File: src/rtl/avsw_pkg.sv
package avsw_pkg;

    localparam int NBYTES    = 5;
    localparam int BYTE_W    = 8;
    localparam int IDX_W     = $clog2(NBYTES + 1);
    localparam int BITCNT_W  = $clog2(BYTE_W + 1);

    typedef enum logic [2:0] {
        PH_IDLE,
        PH_ADDR,
        PH_AACK,
        PH_WR,
        PH_WACK,
        PH_RD,
        PH_RACK
    } phase_t;

    typedef struct packed {
        logic start;
        logic stop;
        logic rise;
        logic fall;
        logic sda;
    } bus_ev_t;

    typedef struct packed {
        logic [2:0] vol_coarse;
        logic [2:0] vol_fine;
        logic       tv_mute;
        logic       zc_en;
        logic [1:0] fblank_mode;
        logic [2:0] tv_vid_sel;
        logic [2:0] tv_aud_sel;
        logic [1:0] fn_mode;
        logic [2:0] vcr_vid_sel;
        logic [2:0] vcr_aud_sel;
        logic       yc_mix_en;
        logic [2:0] aux_vid_sel;
        logic [2:0] aux_aud_sel;
        logic [3:0] logic_sink;
    } cfg_t;

    localparam cfg_t CFG_RESET = '0;

    function automatic logic [BYTE_W-1:0] pack_status(
        input logic       zc,
        input logic       pod,
        input logic [1:0] aux_lvl,
        input logic [1:0] vcr_lvl
    );
        return {2'b00, zc, pod, aux_lvl, vcr_lvl};
    endfunction

    function automatic cfg_t apply_byte(
        input cfg_t              cur,
        input logic [IDX_W-1:0]  idx,
        input logic [BYTE_W-1:0] d
    );
        cfg_t nxt;
        nxt = cur;
        case (idx)
            3'd0: begin
                nxt.vol_coarse = d[7:5];
                nxt.vol_fine   = d[4:2];
                nxt.tv_mute    = d[1];
                nxt.zc_en      = d[0];
            end
            3'd1: begin
                nxt.fblank_mode = d[7:6];
                nxt.tv_vid_sel  = d[5:3];
                nxt.tv_aud_sel  = d[2:0];
            end
            3'd2: begin
                nxt.fn_mode     = d[7:6];
                nxt.vcr_vid_sel = d[5:3];
                nxt.vcr_aud_sel = d[2:0];
            end
            3'd3: begin
                nxt.yc_mix_en   = d[7];
                nxt.aux_vid_sel = d[5:3];
                nxt.aux_aud_sel = d[2:0];
            end
            3'd4: begin
                nxt.tv_mute    = d[7];
                nxt.logic_sink = d[3:0];
            end
            default: ;
        endcase
        return nxt;
    endfunction

endpackage

File: src/rtl/avsw_bus_events.sv
module avsw_bus_events
    import avsw_pkg::*;
(
    input  logic    clk,
    input  logic    rst,
    input  logic    scl_i,
    input  logic    sda_i,
    output bus_ev_t ev
);

    logic scl_q;
    logic sda_q;

    always_ff @(posedge clk) begin
        if (rst) begin
            scl_q <= 1'b1;
            sda_q <= 1'b1;
        end else begin
            scl_q <= scl_i;
            sda_q <= sda_i;
        end
    end

    always_comb begin
        ev.start = scl_i && scl_q && sda_q && !sda_i;
        ev.stop  = scl_i && scl_q && !sda_q && sda_i;
        ev.rise  = scl_i && !scl_q;
        ev.fall  = !scl_i && scl_q;
        ev.sda   = sda_i;
    end

endmodule

File: src/rtl/avsw_i2c_engine.sv
module avsw_i2c_engine
    import avsw_pkg::*;
#(
    parameter logic [5:0] ADDR_PREFIX = 6'b100100
)
(
    input  logic              clk,
    input  logic              rst,
    input  bus_ev_t           ev,
    input  logic              addr_sel,
    input  logic [BYTE_W-1:0] status_byte,
    output logic              sda_oe,
    output logic              wr_stb,
    output logic [IDX_W-1:0]  wr_idx,
    output logic [BYTE_W-1:0] wr_data
);

    phase_t              phase;
    logic [BITCNT_W-1:0] bitcnt;
    logic [BYTE_W-1:0]   rx_sh;
    logic [BYTE_W-1:0]   tx_sh;
    logic [IDX_W-1:0]    byte_idx;
    logic                rd_mode;
    logic                master_ack;

    localparam logic [BITCNT_W-1:0] FULL = BITCNT_W'(BYTE_W);
    localparam logic [BITCNT_W-1:0] LAST = BITCNT_W'(BYTE_W - 1);

    always_ff @(posedge clk) begin
        if (rst) begin
            phase      <= PH_IDLE;
            bitcnt     <= '0;
            rx_sh      <= '0;
            tx_sh      <= '0;
            byte_idx   <= '0;
            rd_mode    <= 1'b0;
            master_ack <= 1'b0;
            wr_stb     <= 1'b0;
            wr_idx     <= '0;
            wr_data    <= '0;
        end else begin
            wr_stb <= 1'b0;
            if (ev.stop) begin
                phase <= PH_IDLE;
            end else if (ev.start) begin
                phase  <= PH_ADDR;
                bitcnt <= '0;
            end else begin
                case (phase)
                    PH_ADDR: begin
                        if (ev.rise) begin
                            rx_sh  <= {rx_sh[BYTE_W-2:0], ev.sda};
                            bitcnt <= bitcnt + 1'b1;
                        end else if (ev.fall && bitcnt == FULL) begin
                            if (rx_sh[7:1] == {ADDR_PREFIX, addr_sel}) begin
                                phase   <= PH_AACK;
                                rd_mode <= rx_sh[0];
                            end else begin
                                phase <= PH_IDLE;
                            end
                        end
                    end
                    PH_AACK: begin
                        if (ev.fall) begin
                            bitcnt <= '0;
                            if (rd_mode) begin
                                tx_sh <= status_byte;
                                phase <= PH_RD;
                            end else begin
                                byte_idx <= '0;
                                phase    <= PH_WR;
                            end
                        end
                    end
                    PH_WR: begin
                        if (ev.rise) begin
                            rx_sh  <= {rx_sh[BYTE_W-2:0], ev.sda};
                            bitcnt <= bitcnt + 1'b1;
                        end else if (ev.fall && bitcnt == FULL) begin
                            if (int'(byte_idx) < NBYTES) begin
                                wr_stb  <= 1'b1;
                                wr_idx  <= byte_idx;
                                wr_data <= rx_sh;
                                phase   <= PH_WACK;
                            end else begin
                                phase <= PH_IDLE;
                            end
                        end
                    end
                    PH_WACK: begin
                        if (ev.fall) begin
                            byte_idx <= byte_idx + 1'b1;
                            bitcnt   <= '0;
                            phase    <= PH_WR;
                        end
                    end
                    PH_RD: begin
                        if (ev.fall) begin
                            if (bitcnt == LAST) begin
                                phase <= PH_RACK;
                            end else begin
                                tx_sh  <= {tx_sh[BYTE_W-2:0], 1'b0};
                                bitcnt <= bitcnt + 1'b1;
                            end
                        end
                    end
                    PH_RACK: begin
                        if (ev.rise) begin
                            master_ack <= !ev.sda;
                        end else if (ev.fall) begin
                            if (master_ack) begin
                                tx_sh  <= status_byte;
                                bitcnt <= '0;
                                phase  <= PH_RD;
                            end else begin
                                phase <= PH_IDLE;
                            end
                        end
                    end
                    default: phase <= PH_IDLE;
                endcase
            end
        end
    end

    always_comb begin
        case (phase)
            PH_AACK, PH_WACK: sda_oe = 1'b1;
            PH_RD:            sda_oe = !tx_sh[BYTE_W-1];
            default:          sda_oe = 1'b0;
        endcase
    end

endmodule

File: src/rtl/avsw_cfg_regs.sv
module avsw_cfg_regs
    import avsw_pkg::*;
(
    input  logic              clk,
    input  logic              rst,
    input  logic              wr_stb,
    input  logic [IDX_W-1:0]  wr_idx,
    input  logic [BYTE_W-1:0] wr_data,
    output cfg_t              cfg
);

    always_ff @(posedge clk) begin
        if (rst) begin
            cfg <= CFG_RESET;
        end else if (wr_stb) begin
            cfg <= apply_byte(cfg, wr_idx, wr_data);
        end
    end

endmodule

File: src/rtl/avsw_ctrl_slave.sv
module avsw_ctrl_slave
    import avsw_pkg::*;
#(
    parameter logic [5:0] ADDR_PREFIX = 6'b100100
)
(
    input  logic       clk,
    input  logic       rst,
    input  logic       scl_i,
    input  logic       sda_i,
    output logic       sda_oe,
    input  logic       addr_sel,
    input  logic       zc_status,
    input  logic       pod_flag,
    input  logic [1:0] aux_fn_lvl,
    input  logic [1:0] vcr_fn_lvl,
    output logic [2:0] vol_coarse,
    output logic [2:0] vol_fine,
    output logic       tv_mute,
    output logic       zc_en,
    output logic [1:0] fblank_mode,
    output logic [2:0] tv_vid_sel,
    output logic [2:0] tv_aud_sel,
    output logic [1:0] fn_mode,
    output logic [2:0] vcr_vid_sel,
    output logic [2:0] vcr_aud_sel,
    output logic       yc_mix_en,
    output logic [2:0] aux_vid_sel,
    output logic [2:0] aux_aud_sel,
    output logic [3:0] logic_sink
);

    bus_ev_t           ev;
    logic              wr_stb;
    logic [IDX_W-1:0]  wr_idx;
    logic [BYTE_W-1:0] wr_data;
    logic [BYTE_W-1:0] status_byte;
    cfg_t              cfg_q;

    assign status_byte = pack_status(zc_status, pod_flag, aux_fn_lvl, vcr_fn_lvl);

    avsw_bus_events u_ev (
        .clk   (clk),
        .rst   (rst),
        .scl_i (scl_i),
        .sda_i (sda_i),
        .ev    (ev)
    );

    avsw_i2c_engine #(.ADDR_PREFIX(ADDR_PREFIX)) u_eng (
        .clk         (clk),
        .rst         (rst),
        .ev          (ev),
        .addr_sel    (addr_sel),
        .status_byte (status_byte),
        .sda_oe      (sda_oe),
        .wr_stb      (wr_stb),
        .wr_idx      (wr_idx),
        .wr_data     (wr_data)
    );

    avsw_cfg_regs u_regs (
        .clk     (clk),
        .rst     (rst),
        .wr_stb  (wr_stb),
        .wr_idx  (wr_idx),
        .wr_data (wr_data),
        .cfg     (cfg_q)
    );

    assign vol_coarse  = cfg_q.vol_coarse;
    assign vol_fine    = cfg_q.vol_fine;
    assign tv_mute     = cfg_q.tv_mute;
    assign zc_en       = cfg_q.zc_en;
    assign fblank_mode = cfg_q.fblank_mode;
    assign tv_vid_sel  = cfg_q.tv_vid_sel;
    assign tv_aud_sel  = cfg_q.tv_aud_sel;
    assign fn_mode     = cfg_q.fn_mode;
    assign vcr_vid_sel = cfg_q.vcr_vid_sel;
    assign vcr_aud_sel = cfg_q.vcr_aud_sel;
    assign yc_mix_en   = cfg_q.yc_mix_en;
    assign aux_vid_sel = cfg_q.aux_vid_sel;
    assign aux_aud_sel = cfg_q.aux_aud_sel;
    assign logic_sink  = cfg_q.logic_sink;

endmodule

File: config.mk
export PLATFORM = sky130hd
export DESIGN_NAME = avsw_ctrl_slave
export DESIGN_NICKNAME = d
export VERILOG_FILES = /design/src/rtl/avsw_pkg.sv /design/src/rtl/avsw_bus_events.sv /design/src/rtl/avsw_i2c_engine.sv /design/src/rtl/avsw_cfg_regs.sv /design/src/rtl/avsw_ctrl_slave.sv
export SDC_FILE = /design/constraint.sdc
export NUM_CORES = 1
export LEC_CHECK = 0
export ABC_AREA = 1
export CAP_MARGIN = 20
export CORE_ASPECT_RATIO = 1.25
export CORE_MARGIN = 5
export CORE_UTILIZATION = 40
export DETAILED_ROUTE_END_ITERATION = 6
export HOLD_SLACK_MARGIN = 0.15
export PLACE_DENSITY = 0.69
export SLEW_MARGIN = 10
export SYNTH_ARGS = -nofsm -noshare
export SYNTH_HDL_FRONTEND = slang
export SYNTH_SLANG_ARGS = --single-unit
File: constraint.sdc
create_clock -name clk -period 1.3 [get_ports clk]
set_input_delay 0.26 -clock clk [delete_from_list [all_inputs] [get_ports clk]]
set_output_delay 0.26 -clock clk [all_outputs]
set_load 0.02 [all_outputs]
==> flow_metrics.py, run 1 <==
metrics = {
    "run_status": {
        "status": "finished with violations",
        "violations": "negative setup slack",
    },
    "floorplanning": {
        "die_h_um": 112.8,
        "rows": 37,
        "die_area_um2": 10410,
        "io-pin-count": 47,
        "die_w_um": 92.25,
        "start_util_pct": 41.04,
        "core_um2": 8240,
    },
    "synthesis": {
        "syn-num-nets": 475,
        "synthSimpleGateAreaFrac_pct": 26.75,
        "synth_top_area_cell": "dfxtp_1",
        "synth_edf_count": 0,
        "muxShareOfSynthArea_pct": 0,
        "yosysSeqAreaShare_pct": 45.58,
        "netlist.area_leader.share_pct": 45.58,
        "ys_ff_latch": 77,
        "async_flop_share_pct": 0,
        "synth_top_family_by_area": "simple AND/OR/NAND/NOR gates",
        "ys.flop_type": "dfxtp_1",
        "synth_area_leaders": "dfxtp_1 (46%), nor2_1 (8.8%), nand2_1 (7.8%), o21ai_0 (6.7%), a21oi_1 (6.2%)",
        "netlist_area_um2": 3382,
        "ys_warn_count": 0,
        "synth_cell_type_count": 33,
        "synth_adder_area_share_pct": 1.110,
        "avgSynthCellArea_um2": 7.336,
        "synth_compound_area_share_pct": 17.94,
        "synth_xor_area_share_pct": 0.2590,
        "synthCells": 461,
    },
    "placement": {
        "io_buffer_count": 46,
        "hpwl_mm": 5.797,
        "pre_cts_ws_ns": -0.5253,
        "gp_congestion": 0.9172,
    },
    "timing": {
        "setup_viol": 31,
        "finalCritPeriodShare_pct": 116.3,
        "fmax_mhz": 661.2,
        "worst_pin_slew_ns": 0.3299,
        "hold_violations": 0,
        "fin_skew_ns": 0.008856,
        "max-slew-margin-rel_pct": 77.98,
        "whs_ns": 0.4416,
        "min_period_ns": 1.513,
        "finalMaxSlewViolations": 0,
        "final.setup.worst_slack_ns": -0.2125,
        "rsz0062_at_grt": "yes",
    },
    "clocking": {
        "clk_pin_slew_ns": 0.08,
        "h-tree-depth": 3,
        "clockBufferDepth": 2,
        "cts_hold_buf": 0,
        "cts.sink_count": 77,
        "cts_tree": "built",
        "cts_root_buffer": "clkbuf_8",
        "cts_buffers": 9,
        "clock_latency_ns": 0.35,
    },
    "layout": {
        "final_cell_mix": "dfxtp_1 (71), nor2_1 (66), nand2_1 (59)",
        "nets": 571,
        "syn2layout_area_growth_pct": 43.43,
        "diodes": 0,
        "drive_above_1_share_pct": 32.92,
        "utilization_pct": 58.87,
        "layout_commonest_cell": "dfxtp_1",
    },
    "route": {
        "avgRoutedWirePerCell_um": 13.36,
        "via_count": 3307,
        "finalWirelength_mm": 8.804,
        "via_per_inst": 5.018,
        "final_antenna_net_count": 0,
        "drtIter0Drc": 151,
        "first_pass_iters": 4,
        "drc": 0,
    },
    "power": {
        "irDropWorstVdd_mv": 0.9841,
        "powerDensity_nw_per_um2": 1198,
        "finalPower_mw": 5.814,
        "power_leakage_nw": 1.919,
    },
    "critical_path": {
        "crit_required_ns": 1.04,
        "start_kind": "flop",
        "reg2reg_depth": 12,
        "critPathMaxFanout": 4,
        "cp.arrival_ns": 1.25,
        "end_kind": "primary output",
        "path_class": "flop to primary output",
    },
    "global_route": {
        "grt_pass1_wl_mm": 13.80,
        "grt_max_degree": 44,
        "grt_pass1_vias": 3075,
        "grt_util_all_layers_pct": 16.21,
        "grt_antenna_before_repair": 0,
        "overflow": 0,
    },
    "min_path": {
        "holdPathStages": 2,
        "min_path_type": "flop to flop",
    },
    "job": {
        "drv_cap": 0,
    },
}
==> timing repair <==
item | CTS | global route
gates cloned | 1 | 1
endpoints found under the setup margin | 79 | 95
pin swaps | 13 | 15
buffers inserted | 13 | 2
gates resized for setup | 109 | 110
==> power breakdown <==
part	switching, mW	leakage, nW	internal [mW]	total, mW
logic	0.878	1.22	0.704	1.58
registers	0.137	0.626	2.50	2.63
clock network	0.901	0.0760	0.698	1.60
total	1.92	1.92	3.90	5.81
==> cell usage after synthesis, types with 4 or more instances <==
| master | number |
|---|---|
| a21oi_1 | 42 |
| nand2_1 | 70 |
| nor2_2 | 6 |
| o21ai_1 | 13 |
| nand3_1 | 22 |
| buf_2 | 4 |
| inv_2 | 9 |
| dfxtp_1 | 77 |
| nand3_2 | 5 |
| o21ai_0 | 45 |
| a21oi_2 | 6 |
| nor2_1 | 79 |
| nand4_1 | 7 |
| nand2_2 | 4 |
| clkbuf_1 | 7 |
| inv_1 | 40 |
==> worst max-delay path, cell delays in order, from the launching register on <==
cell	delay, ns
dfxtp_4	0.38
nor2_4	0.11
nand2_2	0.08
nand2_2	0.09
inv_2	0.05
o21ai_2	0.06
buf_6	0.13
==> registers in the layout, summed over array words and instances, names as in the netlist <==
signal	cells
u_eng.wr_idx	3
u_eng.byte_idx	3
u_eng.rd_mode	1
u_eng.phase	3
u_eng.tx_sh	8
u_ev.scl_q	1
u_eng.master_ack	1
u_eng.wr_stb	1
u_eng.rx_sh	8
u_eng.bitcnt	4
u_eng.wr_data	8
u_ev.sda_q	1
u_regs.cfg	35
==> metrics by stage <==
step / cells / area (um^2) / setup TNS, ns
2_1_floorplan: 461 / 3386 / 0
3_3_place_gp: 631 / 4215 / -15.96
3_5_place_dp: 631 / 4215 / -17.60
4_1_cts: 658 / 4617 / -2.445
5_1_grt: 659 / 4851 / -4.759
6_report: 659 / 4851 / -2.841
==> layer usage <==
layer | up-vias | global-route usage [%] | part of all wire, % | routed length, um
li1 | 1691 | - | - | -
met1 | 1509 | 18.15 | 40 | 3510
met2 | 78 | 29.00 | 53 | 4682
met3 | 29 | 3.856 | 4.2 | 372
met4 | 0 | 7.235 | 2.7 | 239
met5 | - | 0 | 0 | 0
==> kinds of logic (layout without fill, tap and decap cells) <==
group                    after synthesis  in the layout
AND/OR/NAND/NOR                      201            202
AO/OA/AOI/OAI                        112            112
flip-flops                            77             77
buffers and inverters                 67            167
adder cells (fa/ha/maj)                3              3
XOR/XNOR                               1              1
==> worst paths after layout <==
kind / slack (ns) / end / from
worst max-delay path: -0.21 / sda_oe / u_eng.phase[1]
worst min-delay path: 0.44 / u_regs.cfg[8] / u_regs.cfg[8]
worst max register to register: -0.18 / u_eng.phase[0] / u_eng.phase[1]
worst min register to register: 0.44 / u_regs.cfg[8] / u_regs.cfg[8]
==> final cells by class <==
type,instances,area [um^2]
clock buffers,11,131.4
clock inverters,5,36.28
fillers,733,3390
inverters,52,220.2
multi-input cells,318,1921
flip-flops and latches,77,1562
well taps,97,121.4
repair buffers,99,859.6
Power figures use the tool's default switching activity.
==> inputs of run 2 (changes only) <==
Settings changed: CORE_UTILIZATION 40 to 35, PLACE_DENSITY 0.69 to 0.61, SYNTH_HIERARCHICAL from default to 1.
==> run 2 against run 1 <==
  * The flow still finishes with violations (negative setup slack)
  * Largest power group unchanged
  * Largest cell class unchanged
  * Register-to-register slack worse by 0.09 ns
  * Sequential cell count unchanged
  * Clock skew down 0.0033 ns
  * Via count up 13%
  * Fmax down 3.4%
  * Count of clock-buffer cells in the layout up 1
==> flow_metrics.py, run 2 <==
metrics = {
    "floorplanning": {
        "die_w_um": 103.4,
        "core_um2": 10620,
        "io-pin-count": 47,
        "die_area_um2": 13110,
        "rows": 42,
        "start_util_pct": 35.96,
        "die_h_um": 126.8,
    },
    "power": {
        "irDropWorstVdd_mv": 1.192,
        "cellInternalPower_mw": 5.037,
        "power_frac_clock_pct": 31.0,
        "powerDensity_nw_per_um2": 1397,
        "power_leakage_nw": 2.501,
        "combPwrFrac_pct": 33.4,
        "p_switching_mw": 2.489,
        "netSwitchingFraction_pct": 33.08,
        "p_seq_share_pct": 35.6,
    },
    "timing": {
        "finalMaxSlewViolations": 0,
        "setup_tns_ns": -6.090,
        "max-slew-margin-rel_pct": 63.22,
        "fin_skew_ns": 0.005568,
        "worst_pin_slew_ns": 0.5481,
        "hold_violations": 0,
        "final.setup.worst_slack_ns": -0.2659,
        "finalCritPeriodShare_pct": 120.5,
        "setup_viol": 35,
        "fmax_mhz": 638.6,
        "rsz0062_at_grt": "yes",
        "whs_ns": 0.3039,
        "min_period_ns": 1.566,
    },
    "route": {
        "avgRoutedWirePerCell_um": 12.07,
        "via_count": 3753,
        "drtIter0Drc": 171,
        "finalWirelength_mm": 9.668,
        "drc": 0,
        "final_antenna_net_count": 0,
        "first_pass_iters": 4,
        "via_per_inst": 4.685,
    },
    "synthesis": {
        "ys_warn_count": 6,
        "synth_commonest_cells": "nand2_1 (142), nor2_1 (128), dfxtp_1 (77)",
        "synth_top_area_cell": "dfxtp_1",
        "synth_edf_count": 0,
        "netlist_area_um2": 3817,
        "async_flop_share_pct": 0,
        "synth_cell_type_count": 32,
        "ys_ff_latch": 77,
        "yosysMostFrequentCell": "nand2_1",
        "synthCells": 565,
        "ys.flop_type": "dfxtp_1",
        "netlist.area_leader.share_pct": 40.38,
        "yosysSeqAreaShare_pct": 40.38,
        "avgSynthCellArea_um2": 6.756,
        "synth_area_leaders": "dfxtp_1 (40%), nand2_1 (14%), nor2_1 (13%), inv_1 (5.9%), o21ai_0 (3.5%)",
    },
    "placement": {
        "placed_area_um2": 4702,
        "hpwl_mm": 6.822,
        "io_buffer_count": 46,
        "gp_congestion": 0.8902,
        "dpl.cell_count": 774,
    },
    "clocking": {
        "cts_buffers": 9,
        "h-tree-depth": 3,
        "clk_pin_slew_ns": 0.06,
        "cts.sink_count": 77,
        "cts_tree": "built",
        "clockBufferDepth": 2,
        "cts_root_buffer": "clkbuf_16",
        "clock_latency_ns": 0.34,
    },
    "critical_path": {
        "cpPeakStageDelay_ns": 0.33,
        "cp.buffers_inverters": 2,
        "crit_chain": "inv_2 -> ha_4 -> nand2_2 -> inv_2 -> nand2_4 -> nor3_4 -> nand3_4 -> o21ai_1 -> nor2_1",
        "critPathMaxFanout": 8,
        "crit_required_ns": 1.53,
        "cp_top_family": "simple AND/OR/NAND/NOR gates",
        "cp.arrival_ns": 1.79,
        "path_common_cell": "inv_2",
        "path_class": "flop to flop",
        "critPathSlowestCell": "dfxtp_2",
        "end_kind": "flop",
        "start_kind": "flop",
    },
    "layout": {
        "multiInputGateArea_um2": 2205,
        "layout_commonest_cell": "nand2_1",
        "fillers": 1051,
        "utilization_pct": 50.75,
        "final_cell_mix": "nand2_1 (128), nor2_1 (109), dfxtp_1 (70)",
        "regMostFlops": "u_regs/cfg",
        "stdcell_area_um2": 5388,
        "fin_cells": 801,
        "diodes": 0,
        "nets": 679,
        "seq_area_um2": 1558,
        "largest_register_ffs": 35,
        "drive_above_1_share_pct": 27.06,
        "syn2layout_area_growth_pct": 41.13,
    },
    "global_route": {
        "grt_pass1_vias": 3558,
        "grt_max_degree": 36,
        "grt_antenna_before_repair": 0,
        "grt_pass1_wl_mm": 16.05,
        "overflow": 0,
        "grt_util_all_layers_pct": 15.28,
    },
    "min_path": {
        "min_path_type": "input pin to flop",
    },
    "run_status": {
        "status": "finished with violations",
        "violations": "negative setup slack",
    },
    "job": {
        "drv_cap": 0,
    },
}
-- run 2: power by group through the flow --
stage | Sequential (mW) | Combinational (mW) | Clock, mW
finish | 2.68 | 2.51 | 2.34
floorplan | 2.67 | 1.31 | 0
global route | 2.70 | 2.76 | 2.51
global placement | 2.67 | 1.97 | 0
detailed placement | 2.67 | 2.00 | 0
CTS | 2.64 | 2.25 | 2.39
-- run 2: stage by stage --
step	setup slack, ns	total power, mW
2_1_floorplan	-0.08515	3.980
3_3_place_gp	-0.6503	4.639
3_5_place_dp	-0.7444	4.670
4_1_cts	-0.2544	7.290
5_1_grt	-0.3573	7.968
6_report	-0.2659	7.526
-- run 2: path summary, 6_finish.rpt --
| path | startpoint | endpoint | slack, ns | cells past startpoint |
|---|---|---|---|---|
| worst max-delay path | u_eng/bitcnt[0] | u_eng/wr_idx[0] | -0.27 | 9 |
| worst max register to register | u_eng/bitcnt[0] | u_eng/wr_idx[0] | -0.27 | 9 |
| worst min-delay path | sda_i | u_ev/sda_q | 0.30 | 3 |
| worst min register to register | u_eng/tx_sh[4] | u_eng/tx_sh[4] | 0.46 | 2 |
-- run 2: layout make-up --
cell class	instances	share of cell area, %
timing repair buffer	101	16.70
multi-input combinational	407	40.92
timing repair inverter	1	0.1626
tap	132	3.065
sequential	77	28.91
clock inverter	3	0.3948
clock buffer	12	4.761
inverter	68	5.086
-- run 2: per-layer routing --
metal	GRT usage, %	share of wire, %	wire length [um]
met5	0	0	0
met1	17.58	42	4035
met4	5.945	2.6	255
met3	3.624	4.2	405
met2	26.73	51	4971
-- run 2: cell families (layout without fill, tap and decap cells) --
family | after synthesis | count (layout) | synth area share [%]
adder cells (fa/ha/maj) | 3 | 3 | 0.9834
AO/OA/AOI/OAI | 53 | 53 | 7.309
other | 1 | 2 | 0.09823
AND/OR/NAND/NOR | 346 | 349 | 41.10
flip-flops | 77 | 77 | 40.38
buffers and inverters | 85 | 185 | 10.13
-- run 2: worst min-delay path: stages --
cell           delay [ns]
dlygate4sd2_1        0.24
inv_1                0.06
nand2_1              0.05
-- run 2: what timing repair did --
action / CTS / global route
gates resized for setup: 91 / 84
hold buffers: 0 / 0
cloned: 4 / 0
setup buffers: 4 / 4
setup endpoints to repair: 76 / 78
pin swaps: 21 / 22
==> inputs of run 3 (changes only) <==
--- a/config.mk
+++ b/config.mk
@@ -7,5 +7,4 @@
 export LEC_CHECK = 0
 export ABC_AREA = 1
-export CAP_MARGIN = 20
 export CORE_ASPECT_RATIO = 1.25
 export CORE_MARGIN = 5
==> constraint.sdc (replaced) <==
create_clock -name clk -period 1.3 [get_ports clk]
set_input_delay 0.325 -clock clk [delete_from_list [all_inputs] [get_ports clk]]
set_output_delay 0.325 -clock clk [all_outputs]
set_load 0.02 [all_outputs]
==> run 3 against run 2 <==
  * The run still ends with negative setup slack left
  * Critical path depth down 3
  * Hold slack better by 0.073 ns
  * Register-to-register slack about the same
  * Worst setup slack worse by 0.063 ns
  * Design area up 7.2%
  * Power up 9.1%
  * First-iteration DRC count down 23%
  * Count of clock-buffer cells in the layout down 3
  * Die area unchanged
  * Global-route usage up 0.089 points
  * Critical path type is now flop to primary output
  * Critical endpoint is now sda_oe
  * Largest cell class unchanged
==> flow_metrics.py, run 3 (synthesis results as in run 2) <==
metrics = {
    "floorplanning": {
        "start_util_pct": 35.96,
        "die_w_um": 103.4,
        "io-pin-count": 47,
        "die_area_um2": 13110,
        "core_um2": 10620,
        "rows": 42,
        "die_h_um": 126.8,
    },
    "placement": {
        "gp_congestion": 0.8638,
        "io_buffer_count": 46,
        "dpl.cell_count": 775,
        "hpwl_mm": 6.601,
    },
    "run_status": {
        "status": "finished with violations",
        "violations": "negative setup slack",
    },
    "route": {
        "drtIter0Drc": 131,
        "avgRoutedWirePerCell_um": 13.05,
        "via_count": 3921,
        "final_antenna_net_count": 0,
        "via_per_inst": 4.805,
        "finalWirelength_mm": 10.65,
        "first_pass_iters": 4,
        "drc": 0,
    },
    "layout": {
        "multiInputGateArea_um2": 2352,
        "diodes": 0,
        "regMostFlops": "u_regs/cfg",
        "drive_above_1_share_pct": 38.60,
        "syn2layout_area_growth_pct": 51.36,
        "fillers": 970,
        "layout_commonest_cell": "nand2_1",
        "seq_area_um2": 1562,
        "nets": 693,
        "largest_register_ffs": 35,
        "final_cell_mix": "nand2_1 (115), nor2_1 (105), dfxtp_1 (69)",
        "fin_cells": 816,
    },
    "clocking": {
        "cts_tree": "built",
        "cts_buffers": 9,
        "cts.sink_count": 77,
        "cts_root_buffer": "clkbuf_16",
        "clk_pin_slew_ns": 0.06,
        "clock_latency_ns": 0.34,
        "clockBufferDepth": 2,
        "cts_hold_buf": 0,
        "h-tree-depth": 3,
    },
    "global_route": {
        "use_met1_pct": 18.13,
        "grt_antenna_before_repair": 0,
        "overflow": 0,
        "grt.met3_usage_pct": 2.471,
        "grt_pass1_vias": 3635,
        "grt_max_degree": 36,
        "grt_busiest_layer": "met2",
        "grt_util_met2_pct": 26.24,
        "grt_pass1_wl_mm": 16.34,
        "grt_util_all_layers_pct": 15.37,
    },
    "critical_path": {
        "crit_required_ns": 0.98,
        "r2r_end": "u_eng/wr_data[5]",
        "path_class": "flop to primary output",
        "start_kind": "flop",
        "reg2reg_slack_ns": -0.26,
        "reg2reg_depth": 9,
        "regToRegStartpoint": "u_eng/bitcnt[0]",
        "cp.arrival_ns": 1.30,
        "end_kind": "primary output",
        "critPathMaxFanout": 4,
    },
    "min_path": {
        "holdPathEnd": "u_ev/sda_q",
        "min_path_type": "input pin to flop",
        "hold_start": "sda_i",
        "holdPathStages": 3,
    },
    "timing": {
        "setup_viol": 41,
        "hold_violations": 0,
        "max-slew-margin-rel_pct": 65.75,
        "min_period_ns": 1.629,
        "rsz0062_at_grt": "yes",
        "fmax_mhz": 614.1,
        "fin_skew_ns": 0.004677,
        "finalMaxSlewViolations": 0,
        "finalCritPeriodShare_pct": 125.3,
        "worst_pin_slew_ns": 0.5104,
        "final.setup.worst_slack_ns": -0.3285,
    },
    "power": {
        "finalPower_mw": 8.210,
        "p_switching_mw": 2.852,
        "power_leakage_nw": 2.550,
        "combPwrFrac_pct": 36.4,
        "p_seq_share_pct": 32.8,
        "netSwitchingFraction_pct": 34.74,
        "irDropWorstVdd_mv": 1.140,
        "power_frac_clock_pct": 30.8,
        "powerDensity_nw_per_um2": 1421,
        "cellInternalPower_mw": 5.358,
    },
    "job": {
        "drv_cap": 0,
    },
}
-- run 3: changes by cell type in the layout (fill, tap and decap cells not counted), sizes merged --
cell	before	now
dlygate4sd2	21	2
buf	56	74
clkdlybuf4s15	14	29
inv	66	70
clkbuf	14	12
bufinv	0	1
clkinv	4	3
nand3	28	27
-- run 3: metrics by stage --
step	instance area (um^2)	util [%]	setup TNS, ns	setup WS, ns	hold slack [ns]
2_1_floorplan	3851	-	-0.8746	-0.08494	0.4216
3_3_place_gp	4721	44.47	-31.38	-0.7269	0.4485
3_5_place_dp	4721	44.47	-33.37	-0.8062	0.4518
4_1_cts	5441	51.26	-5.743	-0.2672	0.3641
5_1_grt	5778	54.43	-11.06	-0.4060	0.4014
6_report	5778	54.43	-7.228	-0.3285	0.3774
-- run 3: how the worst max path moves through the flow --
stage	start	to	cells after the start
floorplan	u_ev/scl_q	u_eng/wr_idx[0]	10
global route	u_eng/bitcnt[0]	u_eng/wr_data[3]	10
finish	u_eng/phase[0]	sda_oe	6
global placement	scl_i	u_eng/wr_data[1]	10
CTS	u_eng/phase[1]	sda_oe	6
detailed placement	scl_i	u_eng/wr_idx[2]	10
-- run 3: repair_timing --
action / 4_1_cts / 5_1_grt
pin swaps: 43 / 40
resized for setup: 201 / 96
buffers inserted: 16 / 12
endpoints found under the setup margin: 76 / 63
cloned: 3 / 0
-- run 3: critical path: stages (launching register included) --
cell	delay, ns
dfxtp_4	0.38
nor2_4	0.14
nand2_2	0.09
o21ai_2	0.10
inv_2	0.07
o21ai_2	0.06
buf_6	0.13
-- run 3: cell type report --
cell class	count	share of cell area [%]
Clock buffer	9	3.898
Clock inverter	7	1.256
Inverter	68	4.981
Multi-Input combinational cell	406	40.71
Sequential cell	77	27.02
Tap cell	132	2.858
Timing Repair Buffer	116	19.16
Timing Repair inverter	1	0.1083
-- run 3: metal layers --
metal | vias to the layer above | share of wire (%)
li1 | 2002 | -
met1 | 1791 | 40
met2 | 95 | 53
met3 | 33 | 4.1
met4 | 0 | 3.3
met5 | - | 0
-- run 3: power groups by stage --
stage / Sequential (mW) / Combinational [mW] / Clock [mW]
2_1_floorplan: 2.67 / 1.30 / 0
3_3_place_gp: 2.66 / 1.98 / 0
3_5_place_dp: 2.67 / 2.00 / 0
4_1_cts: 2.65 / 2.45 / 2.60
5_1_grt: 2.71 / 3.24 / 2.69
6_report: 2.69 / 2.99 / 2.53
